File: src/rtl/sysclk_pkg.sv
package sysclk_pkg;
  localparam int SRC_W      = 3;
  localparam int N_SRC      = 6;
  localparam int CODE_BASE  = 2;
  localparam int PRE_W      = 3;
  localparam int HSD_W      = 2;
  localparam int HS_IDX     = 2;
  localparam int RESET_CODE = 5;
  localparam int MAX_SHIFT  = (2**PRE_W - 1) + (2**HSD_W - 1);
  localparam int SHIFT_W    = $clog2(MAX_SHIFT + 1);

  function automatic logic code_valid(input logic [SRC_W-1:0] c);
    return c >= SRC_W'(CODE_BASE);
  endfunction

  function automatic logic [N_SRC-1:0] code_to_onehot(input logic [SRC_W-1:0] c);
    logic [N_SRC-1:0] v;
    v = '0;
    for (int i = 0; i < N_SRC; i++)
      if (int'(c) == i + CODE_BASE) v[i] = 1'b1;
    return v;
  endfunction
endpackage

File: src/rtl/sysclk_cfg_reg.sv
module sysclk_cfg_reg
  import sysclk_pkg::*;
(
  input  logic             clk,
  input  logic             rst_n,
  input  logic             we,
  input  logic [SRC_W-1:0] sel_in,
  input  logic [PRE_W-1:0] presc_in,
  input  logic [HSD_W-1:0] hsdiv_in,
  input  logic             xtal_en_in,
  input  logic             hs_en_in,
  input  logic             mid_en_in,
  output logic [SRC_W-1:0] sel_q,
  output logic [PRE_W-1:0] presc_q,
  output logic [HSD_W-1:0] hsdiv_q,
  output logic             xtal_en_q,
  output logic             hs_en_q,
  output logic             mid_en_q,
  output logic             retarget
);
  assign retarget = we && code_valid(sel_in) && (sel_in != sel_q);

  always_ff @(posedge clk or negedge rst_n) begin
    if (!rst_n) begin
      sel_q     <= SRC_W'(RESET_CODE);
      presc_q   <= '0;
      hsdiv_q   <= '0;
      xtal_en_q <= 1'b0;
      hs_en_q   <= 1'b0;
      mid_en_q  <= 1'b1;
    end else if (we) begin
      if (code_valid(sel_in)) sel_q <= sel_in;
      presc_q   <= presc_in;
      hsdiv_q   <= hsdiv_in;
      xtal_en_q <= xtal_en_in;
      hs_en_q   <= hs_en_in;
      mid_en_q  <= mid_en_in;
    end
  end

  assert_reserved_code_ignored_R2: assert property (@(posedge clk) disable iff (!rst_n)
    (we && !code_valid(sel_in)) |=> $stable(sel_q));
endmodule

File: src/rtl/sysclk_switch_fsm.sv
module sysclk_switch_fsm
  import sysclk_pkg::*;
#(
  parameter int SYNC_CYCLES = 2
) (
  input  logic             clk,
  input  logic             rst_n,
  input  logic [SRC_W-1:0] req_code,
  input  logic             retarget,
  input  logic [N_SRC-1:0] qual_vec,
  output logic [SRC_W-1:0] act_code,
  output logic             done
);
  localparam int CNT_W = $clog2(SYNC_CYCLES + 1);

  logic [CNT_W-1:0] seen_q;
  logic             pending;
  logic             target_ok;

  assign pending   = (req_code != act_code);
  assign target_ok = |(qual_vec & code_to_onehot(req_code));
  assign done      = !pending;

  always_ff @(posedge clk or negedge rst_n) begin
    if (!rst_n) begin
      act_code <= SRC_W'(RESET_CODE);
      seen_q   <= '0;
    end else if (retarget) begin
      seen_q <= '0;
    end else if (pending && target_ok) begin
      if (seen_q == CNT_W'(SYNC_CYCLES - 1)) begin
        act_code <= req_code;
        seen_q   <= '0;
      end else begin
        seen_q <= seen_q + 1'b1;
      end
    end else begin
      seen_q <= '0;
    end
  end

  assert_switch_needs_ready_R4: assert property (@(posedge clk) disable iff (!rst_n)
    !$stable(act_code) |-> $past(pending && target_ok));
  assert_retarget_holds_active_R11: assert property (@(posedge clk) disable iff (!rst_n)
    retarget |=> $stable(act_code));
  assert_disabled_target_stays_pending_R5: assert property (@(posedge clk) disable iff (!rst_n)
    (pending && !target_ok) |=> $stable(act_code));
endmodule

File: src/rtl/sysclk_prescaler.sv
module sysclk_prescaler
  import sysclk_pkg::*;
(
  input  logic               clk,
  input  logic               rst_n,
  input  logic [PRE_W-1:0]   presc,
  input  logic [HSD_W-1:0]   hsdiv,
  input  logic [SRC_W-1:0]   act_code,
  output logic [SHIFT_W-1:0] shift,
  output logic               tick
);
  localparam int CW = (MAX_SHIFT > 0) ? MAX_SHIFT : 1;

  logic [CW-1:0]      cnt_q;
  logic [CW-1:0]      limit;
  logic [SHIFT_W-1:0] prev_shift;
  logic [SRC_W-1:0]   prev_act;
  logic               hs_active;
  logic               restart;

  assign hs_active = (act_code == SRC_W'(HS_IDX + CODE_BASE));
  assign shift     = SHIFT_W'(presc) + (hs_active ? SHIFT_W'(hsdiv) : '0);
  assign limit     = CW'((64'd1 << shift) - 64'd1);
  assign restart   = (shift != prev_shift) || (act_code != prev_act);
  assign tick      = !restart && (cnt_q == limit);

  always_ff @(posedge clk or negedge rst_n) begin
    if (!rst_n) begin
      cnt_q      <= '0;
      prev_shift <= '0;
      prev_act   <= SRC_W'(RESET_CODE);
    end else begin
      prev_shift <= shift;
      prev_act   <= act_code;
      if (restart || tick) cnt_q <= '0;
      else                 cnt_q <= cnt_q + 1'b1;
    end
  end

  assert_no_tick_on_change_R8: assert property (@(posedge clk) disable iff (!rst_n)
    (!$stable(presc) || !$stable(act_code)) |-> !tick);
  assert_no_double_tick_R7: assert property (@(posedge clk) disable iff (!rst_n)
    (tick && shift != '0) |=> !tick);
endmodule

File: src/rtl/sysclk_switch.sv
module sysclk_switch
  import sysclk_pkg::*;
(
  input  logic         clk,
  input  logic         rst_n,
  input  logic         cfg_we,
  input  logic [2:0]   cfg_sel,
  input  logic [2:0]   cfg_presc,
  input  logic [1:0]   cfg_hsdiv,
  input  logic         cfg_xtal_en,
  input  logic         cfg_hs_en,
  input  logic         cfg_mid_en,
  input  logic [5:0]   rdy_in,
  input  logic         pin_af_en,
  output logic [2:0]   st_sel,
  output logic [2:0]   st_presc,
  output logic [1:0]   st_hsdiv,
  output logic         st_xtal_en,
  output logic         st_hs_en,
  output logic         st_mid_en,
  output logic         st_switch_done,
  output logic [5:0]   st_src_rdy,
  output logic [5:0]   src_onehot,
  output logic [3:0]   div_shift,
  output logic         tick
);
  localparam int PIN_IDX  = N_SRC - 1;
  localparam int XTAL_IDX = 0;
  localparam int MID_IDX  = 3;

  logic             retarget;
  logic [SRC_W-1:0] act_code;
  logic [N_SRC-1:0] en_vec;
  logic [N_SRC-1:0] qual_vec;

  sysclk_cfg_reg u_cfg (
    .clk(clk), .rst_n(rst_n), .we(cfg_we),
    .sel_in(cfg_sel), .presc_in(cfg_presc), .hsdiv_in(cfg_hsdiv),
    .xtal_en_in(cfg_xtal_en), .hs_en_in(cfg_hs_en), .mid_en_in(cfg_mid_en),
    .sel_q(st_sel), .presc_q(st_presc), .hsdiv_q(st_hsdiv),
    .xtal_en_q(st_xtal_en), .hs_en_q(st_hs_en), .mid_en_q(st_mid_en),
    .retarget(retarget)
  );

  for (genvar i = 0; i < N_SRC; i++) begin : g_src
    if (i == PIN_IDX) begin : g_pin
      assign st_src_rdy[i] = rdy_in[i] & pin_af_en;
    end else begin : g_plain
      assign st_src_rdy[i] = rdy_in[i];
    end
    if (i == XTAL_IDX) begin : g_en_x
      assign en_vec[i] = st_xtal_en;
    end else if (i == HS_IDX) begin : g_en_h
      assign en_vec[i] = st_hs_en;
    end else if (i == MID_IDX) begin : g_en_m
      assign en_vec[i] = st_mid_en;
    end else begin : g_en_1
      assign en_vec[i] = 1'b1;
    end
    assign qual_vec[i] = st_src_rdy[i] & en_vec[i];
  end

  sysclk_switch_fsm #(.SYNC_CYCLES(2)) u_fsm (
    .clk(clk), .rst_n(rst_n), .req_code(st_sel), .retarget(retarget),
    .qual_vec(qual_vec), .act_code(act_code), .done(st_switch_done)
  );

  assign src_onehot = code_to_onehot(act_code);

  sysclk_prescaler u_pre (
    .clk(clk), .rst_n(rst_n), .presc(st_presc), .hsdiv(st_hsdiv),
    .act_code(act_code), .shift(div_shift), .tick(tick)
  );

  assert_onehot_select_R1: assert property (@(posedge clk) disable iff (!rst_n)
    $onehot(src_onehot));
  assert_done_means_match_R3: assert property (@(posedge clk) disable iff (!rst_n)
    st_switch_done |-> (src_onehot == code_to_onehot(st_sel)));
endmodule

File: config.mk
export PLATFORM = sky130hd
export DESIGN_NAME = sysclk_switch
export DESIGN_NICKNAME = d
export VERILOG_FILES = /design/src/rtl/sysclk_pkg.sv /design/src/rtl/sysclk_cfg_reg.sv /design/src/rtl/sysclk_switch_fsm.sv /design/src/rtl/sysclk_prescaler.sv /design/src/rtl/sysclk_switch.sv
export SDC_FILE = /design/constraint.sdc
export NUM_CORES = 1
export LEC_CHECK = 0
export BUFFER_PORTS_ARGS = -buffer_cell sky130_fd_sc_hd__buf_2
export CELL_PAD_IN_SITES_DETAIL_PLACEMENT = 1
export CELL_PAD_IN_SITES_GLOBAL_PLACEMENT = 1
export CORE_ASPECT_RATIO = 0.6
export CORE_MARGIN = 2
export CORE_UTILIZATION = 35
export CTS_CLUSTER_SIZE = 10
export DETAILED_ROUTE_END_ITERATION = 10
export PLACE_DENSITY_LB_ADDON = 0.1
export RECOVER_POWER = 25
export SETUP_SLACK_MARGIN = 0.4
export SYNTH_ARGS = -nofsm -noshare
export SYNTH_HDL_FRONTEND = slang
export SYNTH_HIERARCHICAL = 1
export SYNTH_SLANG_ARGS = --single-unit
File: constraint.sdc
create_clock -name clk -period 7.7 [get_ports clk]
set_input_delay 1.54 -clock clk [delete_from_list [all_inputs] [get_ports clk]]
set_output_delay 1.54 -clock clk [all_outputs]
set_load 0.02 [all_outputs]
==> impl_metrics.ini, run 1 <==
[status]
status = complete, but fails checks
violations = max-capacitance violations, max-slew violations

[logic_synthesis]
ys_seq_elements = 33
yosys_warnings = 6
syn_area_per_cell_um2 = 9.52
yosysSeqAreaShare = 0.368
synth-edff-count = 0
syn_area_mm2 = 0.00227
synth_nets = 264
async_flop_share = 1.00
ys_types = 54
synth_ff_type = dfrtp_1
syn_inst = 238

[critical_path]
crit_type = flip-flop to output pin
critPathCaptureType = output pin
arrival_ps = 4800
crit_fanout = 14
crit_required_ps = 6160
startpoint_type = flip-flop

[die]
initial_core_util = 0.366
die_h_um = 66.3
dieArea_mm2 = 0.00715
core_area_mm2 = 0.00619
rows = 22
io_pins = 50
die_w_um = 108

[power_and_ir_drop]
ir_worst_vdd_uv = 90.1
power.density_mw_per_mm2 = 277
power.leakage_nw = 1.18

[placement]
portBuffers = 49
gp_congestion = 0.757
place_hpwl_um = 4440

[timing]
hold_slack_ps = 447
max_slew_margin = -0.207
hold_viol_final = 0
finClkSkew_ps = 5.06
finalCritPeriodShare = 0.823
fmax_mhz = 158
drv_slew = 34
setup_viol_count_final = 0
rsz0062_at_grt = false
tightest_slew_ps = 1810
min_period_ps = 6340
setup_tns_ps = 0

[layout]
drive_gt1_frac = 0.287
nFillCells = 747
final_nets = 304
diodes = 0
area_growth_pct = 16.5

[clock_tree]
postCtsSetupRepairBufs = 0
clkSinkCount = 33
tritoncts = done
h-tree-depth = 2
clock_latency_ps = 290
hold_buffers = 0
post_cts_resize_count = 0
cts-root-buf = clkbuf_8
cts.path.max_buffers = 2
cts_buffers = 5
clk_pin_slew_worst_paths_ps = 70

[detailed_routing]
firstDrtPassIters = 4
drc = 0
viasPerCell = 5.30
vias = 1923
drtIter0Drc = 91
postRouteAntennaNets = 0
wl_per_cell_um = 16.6
routed_wl_um = 6040

[grt]
grtUsageTotal = 0.182
gr-total-overflow = 0
grt_pass1_vias = 1894
antenna_found_initial = 0
grt_max_degree = 34
grt_pass1_wl_um = 10000

[hold_path]
min_path_type = flip-flop to flip-flop

[job]
cap_violations = 1
layer usage:
metal  track usage  wire length [um]  vias up
met3        0.0365               258        5
met2         0.236              2230       51
met4        0.0433                41        0
met5             0                 0        -
met1         0.297              3510      936
li1              -                 -      931
stage by stage:
step	cell area (um^2)	worst slack (ps)	total power, mW	util	cells
finish	2640	1360	0.731	0.426	363
global route	2640	945	0.782	0.426	363
CTS	2640	1470	0.741	0.427	363
detailed placement	2530	1830	0.564	0.408	355
global placement	2530	1960	0.560	0.408	355
floorplan	2270	2410	0.476	-	238
power by group:
part,internal (mW),switching [mW],leakage (nW)
Clock,0.106,0.0667,0.0585
Sequential,0.212,0.0470,0.405
Combinational,0.125,0.175,0.713
Total,0.442,0.289,1.18
area by class of cell:
type | instances | area [um^2] | area share
Timing Repair Buffer | 51 | 258 | 0.0976
Clock buffer | 7 | 86.3 | 0.0327
Inverter | 7 | 26.3 | 0.00995
Tap cell | 84 | 105 | 0.0398
Multi-Input combinational cell | 180 | 1300 | 0.492
Sequential cell | 33 | 835 | 0.316
Clock inverter | 1 | 30.0 | 0.0114
synth_stat cells (all sizes together) (2+ instances only):
cell type,count,area share
a211o,2,0.0077
a211oi,2,0.0066
a21o,2,0.0066
a21oi,17,0.038
a31oi,4,0.018
and2,6,0.017
and3,2,0.0061
and3b,3,0.013
buf,11,0.035
clkbuf,7,0.012
dfrtp,26,0.29
dfstp,7,0.081
ha,5,0.028
inv,7,0.012
mux2,14,0.070
mux2i,2,0.0088
nand2,20,0.033
nand2b,6,0.017
nand3,6,0.013
nand3b,2,0.0066
nor2,6,0.0099
nor2b,3,0.0083
nor3,6,0.013
nor3b,4,0.013
nor4,6,0.019
nor4b,3,0.012
nor4bb,3,0.013
o21ai,10,0.022
or3,2,0.0055
or4,4,0.015
xnor2,12,0.046
xor2,13,0.050
critical path, cell delays in order (launching register included):
cell,delay [ps]
dfstp_1,710
nor4bb_1,440
ha_1,540
nand2_1,200
o21ai_0,320
nand3_1,130
ha_1,300
o21a_1,160
a31oi_4,290
a211oi_1,90
or4_1,530
nor4_2,280
buf_4,220
and3_1,150
buf_2,150
worst paths after layout:
kind	start	endpoint	slack, ps	cells after the start
min in group asynchronous	rst_n	u_pre/cnt_q[6]$_DFF_PN0_	1730	1
hold / removal	u_fsm/seen_q[0]$_DFF_PN0_	u_fsm/seen_q[0]$_DFF_PN0_	450	1
setup reg to reg	u_fsm/act_code[2]$_DFFE_PN1P_	u_pre/cnt_q[8]$_DFF_PN0_	3270	13
max in group asynchronous	rst_n	u_fsm/act_code[1]$_DFFE_PN0P_	4920	1
hold reg to reg	u_fsm/seen_q[0]$_DFF_PN0_	u_fsm/seen_q[0]$_DFF_PN0_	450	1
setup / recovery	u_fsm/act_code[2]$_DFFE_PN1P_	tick	1360	14
flip-flops by register name, summed over array words and instances, names as in the netlist:
| signal | cells |
|---|---|
| u_fsm/act_code | 3 |
| u_pre/cnt_q | 10 |
| u_cfg/mid_en_q | 1 |
| u_cfg/sel_q | 3 |
| u_pre/prev_act | 3 |
| u_cfg/xtal_en_q | 1 |
| u_fsm/seen_q | 2 |
| u_cfg/presc_q | 3 |
| u_cfg/hsdiv_q | 2 |
| u_pre/prev_shift | 4 |
| u_cfg/hs_en_q | 1 |
cells by family after synthesis:
| group | synth area share |
|---|---|
| compound gates | 0.141 |
| xor+xnor | 0.0966 |
| fa+ha+maj | 0.0276 |
| buf+inv | 0.0580 |
| flops | 0.368 |
| mux | 0.0784 |
| simple gates | 0.230 |
cell usage in the layout, fill, tap and decap left out, types with 7 or more instances in the layout:
master   count
xnor2_1     12
mux2_2      10
dfrtp_1     26
xor2_1      13
buf_2       47
o21ai_0     10
inv_1        7
nand2_1     20
a21oi_1     17
Power figures use the tool's default switching activity.
==> run 2: changes to the inputs <==
- clock period: 7.7 -> 6 ns (I/O delays scaled with it)
==> run 2 against run 1 <==
The run still ends with max-capacitance violations, max-slew violations left. Non-clock buffer count is 8 higher. Final cell count grew 2.2%. Via count is 2.0% higher. Global-route usage increased by 0.17 points. Largest power group unchanged. Clock skew grew 1.7 ps. First-iteration DRC count shrank 42%. Count of clock-buffer cells in the layout down 1. Total power increased by 28%. Register-to-register slack got worse by 1100 ps. Critical path depth up 1. Setup slack lost 740 ps. Largest cell class unchanged.
==> impl_metrics.ini, run 2 (synthesis results as in run 1) <==
[clock_tree]
clk_pin_slew_worst_paths_ps = 70
clock_latency_ps = 290
clkSinkCount = 33
cts-root-buf = clkbuf_8
tritoncts = done
h-tree-depth = 2
hold_buffers = 0
cts_buffers = 5
cts.path.max_buffers = 2

[critical_path]
critPathCaptureType = output pin
rr_startpoint = u_fsm/act_code[2]$_DFFE_PN1P_
startpoint_type = flip-flop
cpMostUsedCell = buf_4
crit_type = flip-flop to output pin
cp_slowest_cell = dfstp_2
critPathMaxStageDelay_ps = 590
path_cells = nor4bb_2 -> ha_2 -> or2_2 -> o21ai_1 -> nand3_1 -> ha_1 -> o21a_1 -> a31oi_4 -> buf_4 -> xor2_1 -> or4_1 -> a41oi_1 -> buf_4 -> and3_1 -> buf_2
crit_required_ps = 4800
cp-startpoint = u_fsm/act_code[2]$_DFFE_PN1P_
arrival_ps = 4180
crit_fanout = 11

[power_and_ir_drop]
power.leakage_nw = 1.20
seqPwrFrac = 0.361
combPwrFrac = 0.464
power_frac_clock = 0.175
ir_worst_vdd_uv = 146
switching_power_mw = 0.387
p_int_mw = 0.548
power.density_mw_per_mm2 = 345
p_sw_frac = 0.413
power_mw = 0.935

[timing]
tightest_slew_ps = 1910
finalCritPeriodShare = 0.897
max_slew_margin = -0.274
fmax_mhz = 186
rsz0062_at_grt = false
drv_slew = 34
setup_ws_ps = 619
hold_viol_final = 0
finClkSkew_ps = 6.77
setup_tns_ps = 0
setup_viol_count_final = 0
min_period_ps = 5380

[grt]
grt_pass1_vias = 1873
grtUsageTotal = 0.184
gr-total-overflow = 0
grt_max_degree = 34
antenna_found_initial = 0
grt_pass1_wl_um = 9960

[die]
rows = 22
die_w_um = 108
core_area_mm2 = 0.00619
initial_core_util = 0.366
io_pins = 50
die_h_um = 66.3
dieArea_mm2 = 0.00715

[detailed_routing]
firstDrtPassIters = 4
wl_per_cell_um = 16.9
postRouteAntennaNets = 0
drc = 0
drtIter0Drc = 53
viasPerCell = 5.29
routed_wl_um = 6280
vias = 1961

[layout]
diodes = 0
drive_gt1_frac = 0.328
area_growth_pct = 19.4
fin_cells = 371
reg_top3 = u_pre/cnt_q x10, u_pre/prev_shift x4
nFillCells = 742
final_nets = 312
utilization = 0.437
largest_reg_flops = 10
final_cell_mix = buf_2, dfrtp_1, nand2_1
layout_commonest_cell = buf_2
multi_input_area_mm2 = 0.00134
regArea_um2 = 835
largest_register = u_pre/cnt_q

[placement]
post-place-ws_ps = 563
dp_cells = 357
portBuffers = 49
gp_congestion = 0.797
place_hpwl_um = 4660

[status]
violations = max-capacitance violations, max-slew violations
status = complete, but fails checks

[hold_path]
min_path_type = flip-flop to flip-flop
min_from = u_fsm/seen_q[0]$_DFF_PN0_

[job]
cap_violations = 1
-- run 2: cell types whose count changed in the layout (fill, tap and decap cells not counted), sizes merged --
cell	delta
bufinv	-1
clkinv	+2
buf	+7
-- run 2: final timing paths --
| check | to | slack, ps | cells after the start |
|---|---|---|---|
| max | tick | 620 | 15 |
| min | u_fsm/seen_q[0]$_DFF_PN0_ | 460 | 1 |
| max reg2reg | u_pre/cnt_q[1]$_DFF_PN0_ | 2200 | 14 |
| min reg2reg | u_fsm/seen_q[0]$_DFF_PN0_ | 460 | 1 |
| max in group asynchronous | u_cfg/presc_q[2]$_DFFE_PN0P_ | 3460 | 1 |
| min in group asynchronous | u_pre/cnt_q[8]$_DFF_PN0_ | 1430 | 1 |
-- run 2: timing repair --
action                                  CTS  global route
gates resized for setup                   2             7
pin swaps                                 1             2
buffers inserted                          0             6
endpoints found under the setup margin    1             1
-- run 2: stage by stage --
stage | instance area (um^2) | hold WS, ps
floorplan | 2270 | 407
global placement | 2540 | 425
detailed placement | 2540 | 432
CTS | 2630 | 443
global route | 2710 | 478
finish | 2710 | 464
-- run 2: final cells by class --
class / count / share of cell area
multi-input cells: 180 / 0.497
clock buffers: 6 / 0.0268
well taps: 84 / 0.0388
flip-flops and latches: 33 / 0.308
inverters: 7 / 0.00971
clock inverters: 2 / 0.00370
repair buffers: 59 / 0.116
-- run 2: power groups by stage --
stage	sequential, mW	combinational [mW]	clock [mW]
2_1_floorplan	0.329	0.281	0
3_3_place_gp	0.336	0.390	0
3_5_place_dp	0.339	0.396	0
4_1_cts	0.337	0.400	0.170
5_1_grt	0.348	0.475	0.183
6_report	0.337	0.434	0.164
-- run 2: routing by layer --
layer | share of wire | track usage
met4 | 0.0062 | 0.0401
met5 | 0 | 0
met3 | 0.068 | 0.0424
met1 | 0.53 | 0.290
met2 | 0.40 | 0.248
-- run 2: critical path: cells and delay by family, from the launching register on --
kind | cells | cell delay (ps)
AOI/OAI and AO/OA | 4 | 650
adders and majority gates | 2 | 670
xor gates and xnor gates | 1 | 100
and+or+nand+nor | 5 | 1360
buffers and inverters | 3 | 530
DFF | 1 | 590
==> run 3: changes to the inputs <==
- REMOVE_ABC_BUFFERS: not set -> 1
- clock period: 6 -> 4.8 ns (I/O delays scaled with it)
==> run 3 against run 2 <==
The flow still finishes with violations (max-capacitance violations, max-slew violations). Sequential share of layout area shrank 3.0 points. Combinational power increased by 59%. Die area unchanged. Flip-flop and latch count stayed put. Utilization is 4.7 points higher. Global-route usage up 2.4 points. Register-to-register slack worse by 1000 ps. Setup slack worse by 280 ps. Highest routed layer unchanged. Sequential power grew 17%. Largest power group unchanged. Wire length increased by 10%.
==> impl_metrics.ini, run 3 (synthesis results as in run 1) <==
[power_and_ir_drop]
switching_power_mw = 0.536
ir_worst_vdd_uv = 178
power.leakage_nw = 1.35
power_frac_clock = 0.203
p_sw_frac = 0.394
p_int_mw = 0.825
combPwrFrac = 0.507
power.density_mw_per_mm2 = 454
seqPwrFrac = 0.290

[timing]
rsz0062_at_grt = true
tightest_slew_ps = 1880
hold_viol_final = 0
setup_tns_ps = 0
setup_viol_count_final = 0
hold_slack_ps = 447
finClkSkew_ps = 4.13
drv_slew = 34
fmax_mhz = 224
finalCritPeriodShare = 0.930
max_slew_margin = -0.250
min_period_ps = 4460

[grt]
grt_pass1_wl_um = 11100
grt_max_degree = 34
grt_pass1_vias = 2012
grtUsageTotal = 0.208
gr-total-overflow = 0
antenna_found_initial = 0

[die]
die_w_um = 108
core_area_mm2 = 0.00619
io_pins = 50
rows = 22
initial_core_util = 0.366
dieArea_mm2 = 0.00715
die_h_um = 66.3

[clock_tree]
h-tree-depth = 2
clkSinkCount = 33
clk_pin_slew_worst_paths_ps = 70
tritoncts = done
cts-root-buf = clkbuf_8
cts.path.max_buffers = 2
clock_latency_ps = 290
cts_buffers = 5

[critical_path]
crit_required_ps = 3840
crit_type = flip-flop to output pin
startpoint_type = flip-flop
critPathCaptureType = output pin
crit_fanout = 3
arrival_ps = 3500
reg2reg_slack_ps = 1200

[layout]
diodes = 0
layout_commonest_cell = buf_2
drive_gt1_frac = 0.401
final_cell_mix = buf_2, dfrtp_1, buf_4
largest_reg_flops = 10
area_growth_pct = 32.4
post-route-cell-area_mm2 = 0.00300
reg_top3 = u_pre/cnt_q x10, u_pre/prev_shift x4
largest_register = u_pre/cnt_q
final_nets = 329

[detailed_routing]
viasPerCell = 5.34
postRouteAntennaNets = 0
wl_per_cell_um = 17.8
firstDrtPassIters = 4
vias = 2072
routed_wl_um = 6900
drtIter0Drc = 114
drc = 0

[hold_path]
min_path_type = flip-flop to flip-flop

[status]
violations = max-capacitance violations, max-slew violations
status = complete, but fails checks

[placement]
place_area_mm2 = 0.00262
place_hpwl_um = 4960
portBuffers = 49
gp_congestion = 0.853

[job]
cap_violations = 1
run 3: per-layer routing:
metal,global-route usage,up-vias,wire length (um)
li1,-,984,-
met1,0.333,1024,3570
met2,0.270,60,2780
met3,0.0522,4,528
met4,0.0433,0,28
met5,0,-,0
run 3: final cells by class:
cell class,count,area (um^2)
clock buffer,7,86.3
tap,84,105
clock inverter,1,30.0
sequential,33,835
inverter,7,26.3
fill,726,3190
timing repair buffer,76,464
multi-input combinational,180,1450
run 3: timing repair:
| item | in CTS | in global routing |
|---|---|---|
| pin swaps | 13 | 8 |
| hold buffers | 0 | 0 |
| setup buffers | 9 | 3 |
| resized for setup | 24 | 7 |
| cloned | 0 | 0 |
| endpoints found under the setup margin | 1 | 1 |
run 3: path summary, 6_finish.rpt:
| check | start | endpoint | cells after the start |
|---|---|---|---|
| min in group asynchronous | rst_n | u_cfg/hsdiv_q[0]$_DFFE_PN0P_ | 1 |
| worst max-delay path | u_fsm/act_code[2]$_DFFE_PN1P_ | tick | 12 |
| worst max register to register | u_fsm/act_code[2]$_DFFE_PN1P_ | u_pre/cnt_q[1]$_DFF_PN0_ | 17 |
| worst min register to register | u_fsm/seen_q[0]$_DFF_PN0_ | u_fsm/seen_q[0]$_DFF_PN0_ | 1 |
| worst min-delay path | u_fsm/seen_q[0]$_DFF_PN0_ | u_fsm/seen_q[0]$_DFF_PN0_ | 1 |
| max in group asynchronous | rst_n | u_pre/cnt_q[6]$_DFF_PN0_ | 1 |
run 3: critical path, stage by stage, from the launching register on:
cell	delay [ps]
dfstp_1	570
nor4bb_4	230
ha_1	300
or2_4	280
o21ai_4	80
nand3_2	100
ha_4	280
xor2_1	150
o2111ai_1	140
or4_4	520
nor4_4	240
and3_4	230
buf_6	110
run 3: through the flow:
step / total power, mW / cells / utilization / worst slack [ps]
global route: 1.45 / 388 / 0.484 / 147
CTS: 1.34 / 385 / 0.475 / 381
finish: 1.36 / 388 / 0.484 / 337
detailed placement: 0.956 / 368 / 0.424 / 112
floorplan: 0.746 / 220 / - / -285
global placement: 0.949 / 368 / 0.424 / 312
run 3: power by group through the flow:
stage               Clock [mW]  Sequential, mW  Combinational, mW
global placement             0           0.389              0.560
finish                   0.276           0.394              0.690
global route             0.298           0.404              0.751
CTS                      0.285           0.394              0.658
floorplan                    0           0.415              0.331
detailed placement           0           0.390              0.565
